### src/rtl/adsync_pkg.sv
package adsync_pkg;

    localparam int CNT_W  = 16;
    localparam int FRAC_W = 8;

    typedef enum logic [1:0] {
        WS_IDLE,
        WS_COUNT,
        WS_DECIDE
    } win_state_e;

    typedef struct packed {
        logic [CNT_W-1:0] early_cnt;
        logic [CNT_W-1:0] late_cnt;
    } fail_counts_t;

    // round(256 * log2(1 + idx/16))
    function automatic logic [FRAC_W-1:0] mant_frac(input logic [3:0] idx);
        logic [FRAC_W-1:0] r;
        case (idx)
            4'd0:  r = 8'd0;
            4'd1:  r = 8'd22;
            4'd2:  r = 8'd44;
            4'd3:  r = 8'd63;
            4'd4:  r = 8'd82;
            4'd5:  r = 8'd100;
            4'd6:  r = 8'd118;
            4'd7:  r = 8'd134;
            4'd8:  r = 8'd150;
            4'd9:  r = 8'd165;
            4'd10: r = 8'd179;
            4'd11: r = 8'd193;
            4'd12: r = 8'd207;
            4'd13: r = 8'd220;
            4'd14: r = 8'd232;
            default: r = 8'd244;
        endcase
        return r;
    endfunction

    // Fixed-point log2 (8 fractional bits) via leading-one position and table
    function automatic logic [15:0] log2_q8(input logic [CNT_W-1:0] v);
        int               lead;
        logic [CNT_W-1:0] norm;
        lead = 0;
        for (int i = 0; i < CNT_W; i++) begin
            if (v[i]) lead = i;
        end
        norm = v << (CNT_W - 1 - lead);
        return 16'(lead * 256) + 16'(mant_frac(norm[CNT_W-2 -: 4]));
    endfunction

endpackage

### src/rtl/adsync_chain.sv
module adsync_chain #(
    parameter int MAX_EXTRA = 4,
    localparam int DW = $clog2(MAX_EXTRA)
) (
    input  logic          clk,
    input  logic          rst,
    input  logic          d_in,
    input  logic [DW-1:0] sel,
    output logic          q_out
);
    logic [MAX_EXTRA:0] stg;

    always_ff @(posedge clk) begin
        if (rst) stg[0] <= 1'b0;
        else     stg[0] <= d_in;
    end

    for (genvar k = 1; k <= MAX_EXTRA; k++) begin : g_stage
        always_ff @(posedge clk) begin
            if (rst) stg[k] <= 1'b0;
            else     stg[k] <= stg[k-1];
        end
    end

    always_comb begin
        q_out = stg[1];
        for (int k = 0; k < MAX_EXTRA; k++) begin
            if (sel == DW'(k)) q_out = stg[k+1];
        end
    end

    AST_CHAIN_SHIFT: assert property (@(posedge clk) disable iff (rst)
        stg[0] |=> stg[1]);
endmodule

### src/rtl/adsync_window.sv
module adsync_window
    import adsync_pkg::*;
#(
    parameter int WIN_LOG2 = 8
) (
    input  logic         clk,
    input  logic         rst,
    input  logic         start,
    input  logic         flag_early,
    input  logic         flag_late,
    output fail_counts_t counts,
    output logic         done
);
    localparam logic [WIN_LOG2-1:0] LAST = '1;
    localparam logic [CNT_W-1:0]    WIN_LEN = CNT_W'(1) << WIN_LOG2;

    win_state_e          state;
    logic [WIN_LOG2-1:0] tick;

    always_ff @(posedge clk) begin
        if (rst) begin
            state  <= WS_IDLE;
            tick   <= '0;
            counts <= '0;
        end else begin
            case (state)
                WS_IDLE: if (start) begin
                    state  <= WS_COUNT;
                    tick   <= '0;
                    counts <= '0;
                end
                WS_COUNT: begin
                    counts.early_cnt <= counts.early_cnt + CNT_W'(flag_early);
                    counts.late_cnt  <= counts.late_cnt  + CNT_W'(flag_late);
                    tick             <= tick + 1'b1;
                    if (tick == LAST) state <= WS_DECIDE;
                end
                default: state <= WS_IDLE;
            endcase
        end
    end

    assign done = (state == WS_DECIDE);

    AST_CNT_BOUND: assert property (@(posedge clk) disable iff (rst)
        counts.early_cnt <= WIN_LEN && counts.late_cnt <= WIN_LEN);
    AST_WIN_CLOSE: assert property (@(posedge clk) disable iff (rst)
        (state == WS_COUNT && tick == LAST) |=> done);
    AST_NO_RESTART: assert property (@(posedge clk) disable iff (rst)
        (state == WS_COUNT && tick != LAST) |=> state == WS_COUNT);
endmodule

### src/rtl/adsync_picker.sv
module adsync_picker
    import adsync_pkg::*;
#(
    parameter int MAX_EXTRA = 4,
    parameter int WIN_LOG2  = 8,
    parameter int TGT_W     = 16,
    localparam int DW = $clog2(MAX_EXTRA),
    localparam int SW = 24
) (
    input  fail_counts_t     counts,
    input  logic [TGT_W-1:0] target,
    output logic [DW-1:0]    pick,
    output logic             fallback
);
    localparam int BASE = WIN_LOG2 * 256;

    logic signed [SW-1:0] l_early, l_late, tgt_s;
    logic [MAX_EXTRA-1:0] meets;

    assign l_early  = SW'(log2_q8(counts.early_cnt));
    assign l_late   = SW'(log2_q8(counts.late_cnt));
    assign tgt_s    = SW'(target);
    assign fallback = (counts.late_cnt == '0) || (counts.late_cnt >= counts.early_cnt);

    for (genvar d = 0; d < MAX_EXTRA; d++) begin : g_cand
        logic signed [SW-1:0] score;
        assign score    = SW'(BASE) - l_early + SW'(2*d + 3) * (l_early - l_late);
        assign meets[d] = (score >= tgt_s);
    end

    always_comb begin
        pick = DW'(MAX_EXTRA - 1);
        for (int d = MAX_EXTRA - 1; d >= 0; d--) begin
            if (meets[d]) pick = DW'(d);
        end
        if (fallback) pick = DW'(MAX_EXTRA - 1);
    end
endmodule

### src/rtl/adapt_sync_ctrl.sv
module adapt_sync_ctrl
    import adsync_pkg::*;
#(
    parameter int MAX_EXTRA = 4,
    parameter int WIN_LOG2  = 8,
    parameter int TGT_W     = 16,
    localparam int DW = $clog2(MAX_EXTRA)
) (
    input  logic             clk,
    input  logic             rst,
    input  logic             async_in,
    input  logic             det_early,
    input  logic             det_late,
    input  logic             meas_go,
    input  logic [TGT_W-1:0] mtbf_target,
    output logic             sync_out,
    output logic [DW-1:0]    delay_code,
    output logic             path_valid
);
    fail_counts_t  counts;
    logic          win_done;
    logic [DW-1:0] pick;
    logic          fallback;

    adsync_chain #(.MAX_EXTRA(MAX_EXTRA)) u_chain (
        .clk(clk), .rst(rst), .d_in(async_in), .sel(delay_code), .q_out(sync_out)
    );

    adsync_window #(.WIN_LOG2(WIN_LOG2)) u_window (
        .clk(clk), .rst(rst), .start(meas_go), .flag_early(det_early),
        .flag_late(det_late), .counts(counts), .done(win_done)
    );

    adsync_picker #(.MAX_EXTRA(MAX_EXTRA), .WIN_LOG2(WIN_LOG2), .TGT_W(TGT_W)) u_picker (
        .counts(counts), .target(mtbf_target), .pick(pick), .fallback(fallback)
    );

    always_ff @(posedge clk) begin
        if (rst) begin
            delay_code <= DW'(MAX_EXTRA - 1);
            path_valid <= 1'b0;
        end else if (win_done) begin
            delay_code <= pick;
            path_valid <= (pick == delay_code);
        end else begin
            path_valid <= 1'b1;
        end
    end

    AST_SEL_HOLD: assert property (@(posedge clk) disable iff (rst)
        !win_done |=> $stable(delay_code));
    AST_FALLBACK_MAX: assert property (@(posedge clk) disable iff (rst)
        (win_done && fallback) |=> delay_code == DW'(MAX_EXTRA - 1));
    AST_VALID_DROP: assert property (@(posedge clk) disable iff (rst)
        (win_done && pick != delay_code) |=> !path_valid);
    AST_VALID_KEEP: assert property (@(posedge clk) disable iff (rst)
        (win_done && pick == delay_code) |=> path_valid);
    AST_VALID_RESTORE: assert property (@(posedge clk) disable iff (rst)
        !path_valid |=> path_valid);
endmodule

### config.mk
export PLATFORM = sky130hd
export DESIGN_NAME = adapt_sync_ctrl
export DESIGN_NICKNAME = d
export VERILOG_FILES = /design/src/rtl/adsync_pkg.sv /design/src/rtl/adsync_chain.sv /design/src/rtl/adsync_window.sv /design/src/rtl/adsync_picker.sv /design/src/rtl/adapt_sync_ctrl.sv
export SDC_FILE = /design/constraint.sdc
export NUM_CORES = 1
export LEC_CHECK = 0
export CAP_MARGIN = 20
export CORE_ASPECT_RATIO = 0.5
export CORE_MARGIN = 2
export CORE_UTILIZATION = 59
export CTS_BUF_LIST = sky130_fd_sc_hd__clkbuf_8 sky130_fd_sc_hd__clkbuf_16
export DETAILED_ROUTE_END_ITERATION = 10
export GPL_ROUTABILITY_DRIVEN = 0
export PLACE_DENSITY = 0.83
export SYNTH_ARGS = -nofsm -noshare
export SYNTH_HDL_FRONTEND = slang
export SYNTH_SLANG_ARGS = --single-unit
export TNS_END_PERCENT = 5
### constraint.sdc
create_clock -name clk -period 10.1 [get_ports clk]
set_input_delay 1.515 -clock clk [delete_from_list [all_inputs] [get_ports clk]]
set_output_delay 1.515 -clock clk [all_outputs]
set_load 0.005 [all_outputs]
==> run metrics <==
IO Port Bufs 25; Clock Sinks 50; Die Wd 204.6 microns; WL final 34050 microns; CP Capture Type flop; yosys warns 0; Die ar. 21330 sq um; Row Count 36; GRT overflow 0; fill count 1531; Crit-path slowest cell fa_1; Post-CTS Hold Buffers 0; Vias 12140; P_leak 6.410 nW; first-pass GRT wire length 54320 microns; vias in the first global route 11560; outcome complete, no violations; Max IR drop VDD 62.31 uV; Slew HR 39.53%; Multi-input gate area 10030 sq um; wire per inst 17.88 microns; Nets 1908; Async SR Flop Fraction 0%; crit-path max cell delay 0.52 ns; CP dominant cell by count buf_4; Synth-to-Final Area Change 12.62%; Worst Path Max Fanout 6; Place WS -0.2772 ns; initial antenna violation count 0; maximum clock frequency 101.7 MHz; largest cells by area after synthesis ha_1 (20%), fa_1 (10%), dfxtp_1 (8.4%), inv_1 (7.6%), a21oi_1 (5.6%); non-filler instance count after layout 1904; Clock Tree Root clkbuf_16; ys flop type dfxtp_1; GRT Total Usage 30.58%; vias per cell 6.374; CP Class reg2reg; Max Slew Vio Count 0; H-tree depth 2; Core ar. 19590 sq um; leading area contributor after synthesis ha_1; DRC 0; CTS tree done; Placed Cells 1866; net count after synthesis 1845; post-detail-place hpwl 26920 microns; initial drt markers 1015; Seq/Total Area, Yosys 8.434%; Ant. Diodes 0; crit path time final 9.829 ns; worst-case clock buffer depth 2; post-layout instance area 13370 sq um; synth unique cells 93; Worst-path clk slew 0.07 ns; Cell Area, Placed 12600 sq um; EDFF count, synth 0; layout cell share with drive strength beyond 1 13.25%; TritonCTS Buffers 5; final worst slack 0.2710 ns; Worst Clk Skew 0.009492 ns; total chip power 0.8287 mW; Initial Util 60.57%; IO Pins 26; Avg Cell Area, Syn 7.540 sq um; WP data required 10.31 ns; fin crit share 97.32%; ANT nets after route 0; Final setup viols 0; fin util 68.21%; synthesized cell area 11870 sq um; share of the synthesized area in the top cell type 19.93%; type of origin of the critical path flop; Pre-antenna DRT Iters 6; max cap viols 0; Min Hold Slack 0.4473 ns; Clock Latency Late Sink 0.29 ns; post-synthesis sequential element count 50; R2R Setup Slk 0.27 ns; Die H 104.3 microns; pin count of the biggest net entering global routing 51; slew at the pin closest to its max-slew limit 0.9070 ns; HP Class reg2reg; CP arrival 10.04 ns; register area 1030 sq um; total negative slack 0 ns; cell count after synthesis 1574; Hold Vio Cnt, Final 0; pwr dens 62.01 nW/um^2
## layout make-up
cell class	instances	area share [%]
well taps	266	2.490
clock buffers	5	0.9362
flip-flops and latches	50	7.705
repair buffers	106	6.562
multi-input cells	1229	75.03
inverters	245	6.918
clock inverters	3	0.3557
## logic make-up after synthesis
group / share of synthesized area (%)
compound gates: 23.97
xor+xnor: 5.008
fa+ha+maj: 30.05
buf+inv: 9.847
flops: 8.434
mux: 2.752
simple gates: 19.94
## what timing repair did
item                                    4_1_cts  5_1_grt
endpoints found under the hold margin         0        0
pin swaps                                     2       31
resized for setup                            12       93
endpoints found under the setup margin        3        3
buffers inserted                              2       25
gates cloned                                  0        1
## synth_stat cells (all sizes together), types with 9 or more instances
master  number
a21oi      133
nand2b      22
o21bai       9
ha         189
dfxtp       50
o21a        30
nor2b       25
nor4        13
or3         12
nor3        33
and3        10
buf         16
inv        244
clkbuf      34
nand4       23
or2         14
o31ai       13
fa          60
a21o        30
nor2       135
nand2       87
mux2i       18
nand3       60
a211o        9
o211ai      18
a211oi      25
xnor2       53
o21ai       69
xor2        14
## final timing paths
kind	startpoint	cells after the start	to
setup / recovery	u_window.counts[2]$_SDFFE_PP0P_	45	path_valid$_SDFF_PP0_
hold / removal	u_chain.stg[0]$_SDFF_PP0_	1	u_chain.stg[1]$_SDFF_PP0_
setup reg to reg	u_window.counts[2]$_SDFFE_PP0P_	45	path_valid$_SDFF_PP0_
hold reg to reg	u_chain.stg[0]$_SDFF_PP0_	1	u_chain.stg[1]$_SDFF_PP0_
## report_power, final
group | leakage (nW) | total (mW) | switching (mW) | internal (mW)
logic | 5.91 | 0.433 | 0.256 | 0.177
clock network | 0.0844 | 0.196 | 0.0775 | 0.118
registers | 0.413 | 0.200 | 0.00237 | 0.198
total | 6.41 | 0.829 | 0.335 | 0.493
## critical path, delay by kind of cell (launching register included)
family / cells / cell delay, ns
AO/OA/AOI/OAI: 22 / 4.65
adder cells (fa/ha/maj): 5 / 1.85
AND/OR/NAND/NOR: 9 / 1.46
buffers and inverters: 7 / 1.07
flip-flops: 1 / 0.38
multiplexers: 2 / 0.31
## flip-flops by register name (all words and copies together) (netlist names)
register / cells
u_window.state: 2
u_chain.stg: 5
u_window.counts: 32
u_window.tick: 8
path_valid: 1
delay_code: 2
## cell usage in the layout (no fill, tap or decap), types with 29 or more instances in the layout
master	count
a21oi_1	125
nand3_1	59
nand2_1	86
ha_1	182
inv_1	237
o21ai_0	55
nor2_1	126
buf_4	78
dfxtp_1	35
o21a_1	29
a21o_1	30
fa_1	60
nor3_1	32
xnor2_1	48
## per-layer routing
layer / GRT usage, % / part of all wire (%) / vias to the layer above
met5: 0 / 0 / -
met3: 4.574 / 9.1 / 131
li1: - / - / 5656
met2: 51.50 / 46 / 639
met1: 40.39 / 42 / 5711
met4: 9.110 / 3.3 / 0
Power figures use the tool's default switching activity.
